## config.mk

```make
export PLATFORM = sky130hd
export DESIGN_NAME = pkmul_top
export DESIGN_NICKNAME = d
export VERILOG_FILES = /design/src/rtl/pkmul_pkg.sv /design/src/rtl/pkmul_ctl.sv /design/src/rtl/pkmul_lane.sv /design/src/rtl/pkmul_top.sv
export SDC_FILE = /design/constraint.sdc
export NUM_CORES = 2
export LEC_CHECK = 0
export ABC_AREA = 0
export BUFFER_PORTS_ARGS = -buffer_cell sky130_fd_sc_hd__buf_2
export CAP_MARGIN = 20
export CORE_ASPECT_RATIO = 1.75
export CORE_MARGIN = 2
export CORE_UTILIZATION = 64
export CTS_CLUSTER_DIAMETER = 50
export DETAILED_ROUTE_END_ITERATION = 16
export HOLD_SLACK_MARGIN = 0.06
export PLACE_DENSITY_LB_ADDON = 0.25
export SYNTH_ARGS = -nofsm -noshare
export SYNTH_HDL_FRONTEND = slang
export SYNTH_HIERARCHICAL = 1
export SYNTH_SLANG_ARGS = --single-unit
```

## constraint.sdc

```tcl
create_clock -name clk -period 8.6 [get_ports clk]
set_clock_uncertainty 0.2 [all_clocks]
set_input_delay 2.15 -clock clk [delete_from_list [all_inputs] [get_ports clk]]
set_output_delay 2.15 -clock clk [all_outputs]
set_load 0.02 [all_outputs]
```

## src/rtl/pkmul_pkg.sv

```systemverilog
// Shared constants and types for the packed single-precision multiplier.
// Assumes binary32 operands; the pipeline depth is fixed by the datapath split.
package pkmul_pkg;
    localparam int SP_W       = 32;
    localparam int EXP_W      = 8;
    localparam int FRAC_W     = 23;
    localparam int MANT_W     = FRAC_W + 1;
    localparam int PROD_W     = 2 * MANT_W;
    localparam int FLAG_W     = 4;
    localparam int PIPE_DEPTH = 4;
    localparam int EXP_BIAS   = 127;

    localparam logic [SP_W-1:0] QNAN_DEFAULT = 32'hFFC0_0000;

    typedef enum logic [1:0] {
        RND_NEAR = 2'b00,
        RND_DOWN = 2'b01,
        RND_UP   = 2'b10,
        RND_ZERO = 2'b11
    } rnd_mode_e;

    typedef struct packed {
        logic inv;
        logic ovf;
        logic unf;
        logic inx;
    } sp_flags_t;
endpackage

```

## src/rtl/pkmul_ctl.sv

```systemverilog
// Control pipeline: carries the valid strobe and the tag alongside the lanes.
// Assumes the lanes have exactly PIPE_DEPTH register stages and no stall.
module pkmul_ctl
    import pkmul_pkg::*;
#(
    parameter int TAG_W = 4
) (
    input  logic             clk,
    input  logic             rst_n,
    input  logic             in_valid,
    input  logic [TAG_W-1:0] in_tag,
    output logic             out_valid,
    output logic [TAG_W-1:0] out_tag
);
    logic [PIPE_DEPTH-1:0] vld_q;
    logic [TAG_W-1:0]      tag_q [PIPE_DEPTH];

    // Shift valid and tag one stage per clock.
    always_ff @(posedge clk) begin
        if (!rst_n) begin
            vld_q <= '0;
            for (int i = 0; i < PIPE_DEPTH; i++) tag_q[i] <= '0;
        end else begin
            vld_q    <= {vld_q[PIPE_DEPTH-2:0], in_valid};
            tag_q[0] <= in_tag;
            for (int i = 1; i < PIPE_DEPTH; i++) tag_q[i] <= tag_q[i-1];
        end
    end

    assign out_valid = vld_q[PIPE_DEPTH-1];
    assign out_tag   = tag_q[PIPE_DEPTH-1];

    assert_latency_R3: assert property (@(posedge clk) disable iff (!rst_n)
        out_valid |-> $past(in_valid, 4));
    assert_tag_echo_R4: assert property (@(posedge clk) disable iff (!rst_n)
        out_valid |-> (out_tag == $past(in_tag, 4)));
endmodule

```

## src/rtl/pkmul_lane.sv

```systemverilog
// One binary32 multiplier lane in four register stages:
// decode, significand product, normalise, round and pack.
// Assumes no stall; every stage loads on every clock.
// Denormal results are never produced.
module pkmul_lane
    import pkmul_pkg::*;
(
    input  logic            clk,
    input  logic            rst_n,
    input  logic [SP_W-1:0] a,
    input  logic [SP_W-1:0] b,
    input  logic            ftz,
    input  logic [1:0]      rmode,
    output logic [SP_W-1:0] res,
    output sp_flags_t       flags
);
    localparam logic [EXP_W-1:0] EXP_MAX = '1;
    localparam logic [SP_W-1:0]  QBIT    = 32'h0040_0000;

    // ---------------- stage 1: decode ----------------
    logic [EXP_W-1:0]  ea, eb;
    logic [FRAC_W-1:0] fa, fb;
    logic a_zero, b_zero, a_sub, b_sub, a_inf, b_inf, a_nan, b_nan;
    logic              sgn_d, spec_d;
    logic [SP_W-1:0]   sres_d;
    sp_flags_t         sflg_d;
    logic signed [9:0] esum_d;

    assign ea = a[30:23];
    assign eb = b[30:23];
    assign fa = a[22:0];
    assign fb = b[22:0];
    assign a_sub  = (ea == '0) && (fa != '0);
    assign b_sub  = (eb == '0) && (fb != '0);
    assign a_zero = (ea == '0);
    assign b_zero = (eb == '0);
    assign a_inf  = (ea == EXP_MAX) && (fa == '0);
    assign b_inf  = (eb == EXP_MAX) && (fb == '0);
    assign a_nan  = (ea == EXP_MAX) && (fa != '0);
    assign b_nan  = (eb == EXP_MAX) && (fb != '0);
    assign sgn_d  = a[31] ^ b[31];
    assign esum_d = $signed({2'b00, ea}) + $signed({2'b00, eb}) - 10'sd127;

    // Resolve operand classes that bypass the arithmetic path.
    always_comb begin
        spec_d = 1'b1;
        sres_d = '0;
        sflg_d = '0;
        if (a_nan || b_nan) begin
            sres_d     = a_nan ? (a | QBIT) : (b | QBIT);
            sflg_d.inv = (a_nan && !fa[22]) || (b_nan && !fb[22]);
        end else if ((a_inf && b_zero) || (b_inf && a_zero)) begin
            sres_d     = QNAN_DEFAULT;
            sflg_d.inv = 1'b1;
        end else if (a_inf || b_inf) begin
            sres_d = {sgn_d, EXP_MAX, {FRAC_W{1'b0}}};
        end else if (a_zero || b_zero) begin
            sres_d     = {sgn_d, {(SP_W-1){1'b0}}};
            sflg_d.unf = !ftz && (a_sub || b_sub);
        end else begin
            spec_d = 1'b0;
        end
    end

    logic              s1_spec, s1_sgn;
    logic [SP_W-1:0]   s1_sres;
    sp_flags_t         s1_sflg;
    logic signed [9:0] s1_esum;
    logic [MANT_W-1:0] s1_ma, s1_mb;
    logic [1:0]        s1_rm;

    // Register decoded operands.
    always_ff @(posedge clk) begin
        if (!rst_n) begin
            s1_spec <= 1'b0; s1_sgn <= 1'b0; s1_sres <= '0; s1_sflg <= '0;
            s1_esum <= '0; s1_ma <= '0; s1_mb <= '0; s1_rm <= '0;
        end else begin
            s1_spec <= spec_d; s1_sgn <= sgn_d; s1_sres <= sres_d; s1_sflg <= sflg_d;
            s1_esum <= esum_d; s1_ma <= {1'b1, fa}; s1_mb <= {1'b1, fb}; s1_rm <= rmode;
        end
    end

    // ---------------- stage 2: significand product ----------------
    logic              s2_spec, s2_sgn;
    logic [SP_W-1:0]   s2_sres;
    sp_flags_t         s2_sflg;
    logic signed [9:0] s2_esum;
    logic [PROD_W-1:0] s2_prod;
    logic [1:0]        s2_rm;

    // Form the full 48-bit product.
    always_ff @(posedge clk) begin
        if (!rst_n) begin
            s2_spec <= 1'b0; s2_sgn <= 1'b0; s2_sres <= '0; s2_sflg <= '0;
            s2_esum <= '0; s2_prod <= '0; s2_rm <= '0;
        end else begin
            s2_spec <= s1_spec; s2_sgn <= s1_sgn; s2_sres <= s1_sres; s2_sflg <= s1_sflg;
            s2_esum <= s1_esum; s2_prod <= s1_ma * s1_mb; s2_rm <= s1_rm;
        end
    end

    // ---------------- stage 3: normalise ----------------
    logic              s3_spec, s3_sgn, s3_grd, s3_stk;
    logic [SP_W-1:0]   s3_sres;
    sp_flags_t         s3_sflg;
    logic signed [9:0] s3_exp;
    logic [FRAC_W-1:0] s3_frac;
    logic [1:0]        s3_rm;

    // Select the leading one and split off guard and sticky.
    always_ff @(posedge clk) begin
        if (!rst_n) begin
            s3_spec <= 1'b0; s3_sgn <= 1'b0; s3_grd <= 1'b0; s3_stk <= 1'b0;
            s3_sres <= '0; s3_sflg <= '0; s3_exp <= '0; s3_frac <= '0; s3_rm <= '0;
        end else begin
            s3_spec <= s2_spec; s3_sgn <= s2_sgn; s3_sres <= s2_sres;
            s3_sflg <= s2_sflg; s3_rm <= s2_rm;
            if (s2_prod[PROD_W-1]) begin
                s3_frac <= s2_prod[46:24];
                s3_grd  <= s2_prod[23];
                s3_stk  <= |s2_prod[22:0];
                s3_exp  <= s2_esum + 10'sd1;
            end else begin
                s3_frac <= s2_prod[45:23];
                s3_grd  <= s2_prod[22];
                s3_stk  <= |s2_prod[21:0];
                s3_exp  <= s2_esum;
            end
        end
    end

    // ---------------- stage 4: round and pack ----------------
    rnd_mode_e         rm;
    logic              inc, lost, to_inf;
    logic [MANT_W:0]   mant_r;
    logic signed [9:0] exp_r;
    logic [SP_W-1:0]   res_d;
    sp_flags_t         flg_d;

    assign rm   = rnd_mode_e'(s3_rm);
    assign lost = s3_grd || s3_stk;

    // Decide the rounding increment for the selected mode.
    always_comb begin
        unique case (rm)
            RND_NEAR: inc = s3_grd && (s3_stk || s3_frac[0]);
            RND_DOWN: inc = lost && s3_sgn;
            RND_UP:   inc = lost && !s3_sgn;
            default:  inc = 1'b0;
        endcase
        to_inf = (rm == RND_NEAR) || (rm == RND_DOWN && s3_sgn) || (rm == RND_UP && !s3_sgn);
    end

    assign mant_r = {2'b01, s3_frac} + {{MANT_W{1'b0}}, inc};
    assign exp_r  = mant_r[MANT_W] ? s3_exp + 10'sd1 : s3_exp;

    // Range-check the rounded value and build result and flags.
    always_comb begin
        res_d = '0;
        flg_d = '0;
        if (s3_spec) begin
            res_d = s3_sres;
            flg_d = s3_sflg;
        end else if (exp_r > 10'sd254) begin
            res_d = to_inf ? {s3_sgn, EXP_MAX, {FRAC_W{1'b0}}}
                           : {s3_sgn, EXP_MAX - 8'd1, {FRAC_W{1'b1}}};
            flg_d.ovf = 1'b1;
            flg_d.inx = 1'b1;
        end else if (exp_r < 10'sd1) begin
            res_d     = {s3_sgn, {(SP_W-1){1'b0}}};
            flg_d.unf = 1'b1;
            flg_d.inx = 1'b1;
        end else begin
            res_d     = {s3_sgn, exp_r[EXP_W-1:0], mant_r[FRAC_W-1:0]};
            flg_d.inx = lost;
        end
    end

    // Register the packed result.
    always_ff @(posedge clk) begin
        if (!rst_n) begin
            res   <= '0;
            flags <= '0;
        end else begin
            res   <= res_d;
            flags <= flg_d;
        end
    end

    assert_invalid_qnan_R9: assert property (@(posedge clk) disable iff (!rst_n)
        flags.inv |-> (res[30:23] == EXP_MAX && res[22]));
    assert_no_denormal_R7: assert property (@(posedge clk) disable iff (!rst_n)
        (res[30:23] == '0) |-> (res[22:0] == '0));
    assert_underflow_zero_R7: assert property (@(posedge clk) disable iff (!rst_n)
        (flags.unf && !flags.inv) |-> (res[30:0] == '0));
    assert_overflow_saturates_R6: assert property (@(posedge clk) disable iff (!rst_n)
        flags.ovf |-> (flags.inx && res[30:24] == 7'h7F));
endmodule

```

## src/rtl/pkmul_top.sv

```systemverilog
// Packed binary32 multiplier: LANES independent lanes plus a matching
// control pipe for valid and tag. Assumes a request can enter every cycle.
module pkmul_top
    import pkmul_pkg::*;
#(
    parameter int LANES = 2,
    parameter int TAG_W = 4
) (
    input  logic                    clk,
    input  logic                    rst_n,
    input  logic                    in_valid,
    input  logic [SP_W*LANES-1:0]   in_a,
    input  logic [SP_W*LANES-1:0]   in_b,
    input  logic                    in_ftz,
    input  logic [1:0]              in_rmode,
    input  logic [TAG_W-1:0]        in_tag,
    output logic                    out_valid,
    output logic [SP_W*LANES-1:0]   out_res,
    output logic [TAG_W-1:0]        out_tag,
    output logic [FLAG_W*LANES-1:0] out_flags
);
    pkmul_ctl #(.TAG_W(TAG_W)) i_ctl (
        .clk(clk), .rst_n(rst_n), .in_valid(in_valid), .in_tag(in_tag),
        .out_valid(out_valid), .out_tag(out_tag)
    );

    for (genvar l = 0; l < LANES; l++) begin : g_lane
        sp_flags_t lane_flags;
        pkmul_lane i_lane (
            .clk(clk), .rst_n(rst_n),
            .a(in_a[SP_W*l +: SP_W]), .b(in_b[SP_W*l +: SP_W]),
            .ftz(in_ftz), .rmode(in_rmode),
            .res(out_res[SP_W*l +: SP_W]), .flags(lane_flags)
        );
        assign out_flags[FLAG_W*l +: FLAG_W] = lane_flags;
    end
endmodule

```

==> metrics.cfg <==
[critical_path]
rr_endpoint = g_lane[1].i_lane/s2_prod[46]
path_common_cell = fa_1
crit_start = g_lane[1].i_lane/s1_mb[6]
critPathSlowestCell = nor4b_1
critPathKind = flop to flop
crit_chain = buf_4, and2_1, fa_1, fa_1, inv_1, fa_1, fa_1, inv_1, fa_1, fa_1, inv_1, fa_1, inv_1, ha_1, o21ai_0, and2_1, nor4b_1, o2111ai_1, buf_4, a21oi_1, o2111ai_1, buf_4, a211o_1, o211ai_1
r2r-start = g_lane[1].i_lane/s1_mb[6]
rr_worst_depth = 24
critPathCaptureType = flop
startpoint_type = flop
path_max_fanout = 14
arrival_ns = 8.66
timing.reg2reg.setup_slack_ns = 0.27
worstPathRequired_ns = 8.93
crit_path_max_incr_delay_ns = 0.88

[grt]
met2_usage_pct = 66.15
grtUsageTotal_pct = 37.96
grt_busiest_layer = met2
grtUsageMet3_pct = 9.221
grt_max_degree = 97
grt_pass1_vias = 49744
met1_usage_pct = 35.82
overflow = 0
antenna_found_initial = 14
grt_pass1_wl_um = 269100

[logic_synthesis]
syn_inst = 6393
synth_nets = 7889
synth_area_leader_cell = fa_1
yosysUniqueCellTypes = 79
syn_avg_cell_area_um2 = 9.280
ys_seq_area_share_pct = 20.92
synth_top_area_share_pct = 32.60
synth_edf_count = 0
async_flop_share_pct = 0
ys_warn_count = 6
syn_area_mm2 = 0.05933
synth_flop_cell = dfxtp_1
synth_area_leaders = fa_1, dfxtp_1, and2_1, ha_1, inv_1
synth-seq-cells = 620

[sta]
tightest_slew_ns = 1.232
drv_slew = 0
rsz0062_at_grt = false
finalCritPeriodShare_pct = 96.86
finalCriticalPeriod_ns = 8.330
setup_tns_ns = 0
layout_setup_ws_ns = 0.2702
report.final.hold_viol_count = 0
setup_viol_count_final = 0
slew_headroom_pct = 17.73
fmax_mhz = 120.1

[drt]
final_antenna_net_count = 0
routed_wl_um = 173800
drc = 0
drtIter0Drc = 2868
wl_per_cell_um = 22.36
vias = 45460
dr.pass1.iters = 5
via_per_inst = 5.850

[worst_hold_path]
min_from = g_lane[1].i_lane/s1_sres[22]
hold-path-cell-count = 1
hp-class = flop to flop
holdPathEnd = g_lane[1].i_lane/s2_sres[22]

[power]
irDropWorstVdd_mv = 0.2016
power_density_mw_per_mm2 = 201.0
p_leak_nw = 31.47

[cts]
htreeDepth = 3
cts.sinks = 620
clk_latency_ns = 0.63
post_cts.repair.setup_buffers = 0
cts_resized = 0
cts_tree = built
cts_buffer_depth = 3
postCtsHoldBufs = 0
cts_buffers = 68
clk_pin_slew_ns = 0.06
root_buffer = clkbuf_16

[cells_and_area]
drive_gt1_share_pct = 8.113
finalNetCount = 8012
areaGrowthSynthToFinish_pct = 8.341

[floorplanning]
io_pins = 215
core_area_mm2 = 0.09178
die_h_um = 406.8
start_util_pct = 64.64
fp.dieW_um = 234.2
die_area_mm2 = 0.09524
core.rowCount = 147

[status]
status = complete, no violations

[place]
hpwlAfterDp_um = 133900
gp_congestion = 0.9860
io_buffer_count = 214
place_ws_ns = 0.2495

[run]
drv_cap = 0

[synth_stat cells, types with 19 or more instances]
| library cell | instances |
|---|---|
| o21ai_0 | 72 |
| o211ai_1 | 19 |
| fa_1 | 966 |
| mux2i_1 | 106 |
| and3_1 | 19 |
| nor4_1 | 41 |
| nor2_1 | 285 |
| xor2_1 | 67 |
| a21o_1 | 50 |
| and2_1 | 891 |
| o21bai_1 | 28 |
| a21oi_1 | 123 |
| nor3_1 | 50 |
| ha_1 | 392 |
| dfxtp_1 | 620 |
| nand3_1 | 51 |
| inv_1 | 1166 |
| o211ai_2 | 20 |
| xnor2_1 | 94 |
| clkbuf_1 | 294 |
| nand2_1 | 718 |
| nand4_1 | 52 |
| a221o_1 | 25 |
[critical path, delay by kind of cell (launching register included)]
family                   cells  cell delay [ns]
buffers and inverters        7             0.97
flip-flops                   1             0.79
AND/OR/NAND/NOR              3             1.27
AO/OA/AOI/OAI                6             1.19
adder cells (fa/ha/maj)      8             3.79
[routing by layer]
| metal | vias up | part of all wire (%) | wire, µm |
|---|---|---|---|
| met5 | - | 0.023 | 40 |
| met4 | 6 | 12 | 20570 |
| met3 | 1104 | 7.7 | 13410 |
| met2 | 2284 | 50 | 87320 |
| met1 | 22351 | 30 | 52440 |
| li1 | 19715 | - | - |
[cells in the final DEF, fill, tap and decap left out, types with 16 or more instances in the layout]
cell / instances
mux2i_1: 106
dfxtp_1: 617
a221o_1: 25
o211ai_2: 20
a21oi_1: 123
and3_1: 19
nand4_1: 52
o21ai_0: 70
ha_1: 392
fa_1: 966
inv_1: 1164
and2_1: 891
a21o_1: 50
o211ai_1: 19
xnor2_1: 94
nor4_1: 41
nand2_1: 718
o21bai_1: 28
xor2_1: 67
a211oi_1: 18
nand3_1: 51
buf_4: 150
nor3_1: 50
clkbuf_16: 70
nor2_1: 284
buf_2: 213
nand2b_1: 16
[worst max-delay path by stage]
stage,end
floorplan,g_lane[1].i_lane/s2_prod[40]
global placement,g_lane[1].i_lane/s2_prod[46]
detailed placement,g_lane[1].i_lane/s2_prod[46]
CTS,g_lane[1].i_lane/s2_prod[46]
global route,g_lane[1].i_lane/s2_prod[46]
finish,g_lane[1].i_lane/s2_prod[46]
[cells by family after synthesis]
logic type,count (synthesis),share of synthesized area [%]
AND/OR/NAND/NOR,2214,19.19
AO/OA/AOI/OAI,453,5.359
adder cells (fa/ha/maj),1358,40.86
buffers and inverters,1480,9.480
multiplexers,107,1.807
XOR/XNOR,161,2.377
flip-flops,620,20.92
[state kept, by name (all words and copies together) (netlist names), 8 cells and up]
name,flops
g_lane.i_lane/flags,8
g_lane.i_lane/res,64
g_lane.i_lane/s1_esum,20
g_lane.i_lane/s1_ma,48
g_lane.i_lane/s1_mb,46
g_lane.i_lane/s1_sres,64
g_lane.i_lane/s2_esum,20
g_lane.i_lane/s2_prod,96
g_lane.i_lane/s2_sres,64
g_lane.i_lane/s3_exp,20
g_lane.i_lane/s3_frac,46
g_lane.i_lane/s3_sres,64
i_ctl/tag_q,16
[report_power, final]
part	leakage, nW	switching (W)	internal [W]
Combinational	25.3	0.00403	0.00246
Clock	1.14	0.00126	0.00176
Sequential	5.07	0.000257	0.00316
Total	31.5	0.00555	0.00738
[stage by stage]
step	utilization [%]	total power, W	cells	instance area, µm²	hold slack, ns
2_1_floorplan	-	0.007703	6393	59330	0.2014
3_3_place_gp	67.36	0.009581	7636	61820	0.2082
3_5_place_dp	67.36	0.009702	7636	61820	0.2169
4_1_cts	69.95	0.01276	7760	64200	0.2221
5_1_grt	70.01	0.01381	7762	64250	0.2423
6_report	70.03	0.01292	7771	64270	0.2196
[cell type report]
class	instances	area [µm²]
Multi-Input combinational cell	4293	41310
Fill cell	7109	27510
Sequential cell	620	12420
Inverter	1166	4377
Timing Repair Buffer	367	2281
Clock buffer	93	1918
Tap cell	1192	1491
Clock inverter	31	454.2
Antenna cell	9	22.52
No activity file was read; power rests on OpenSTA's default activity.
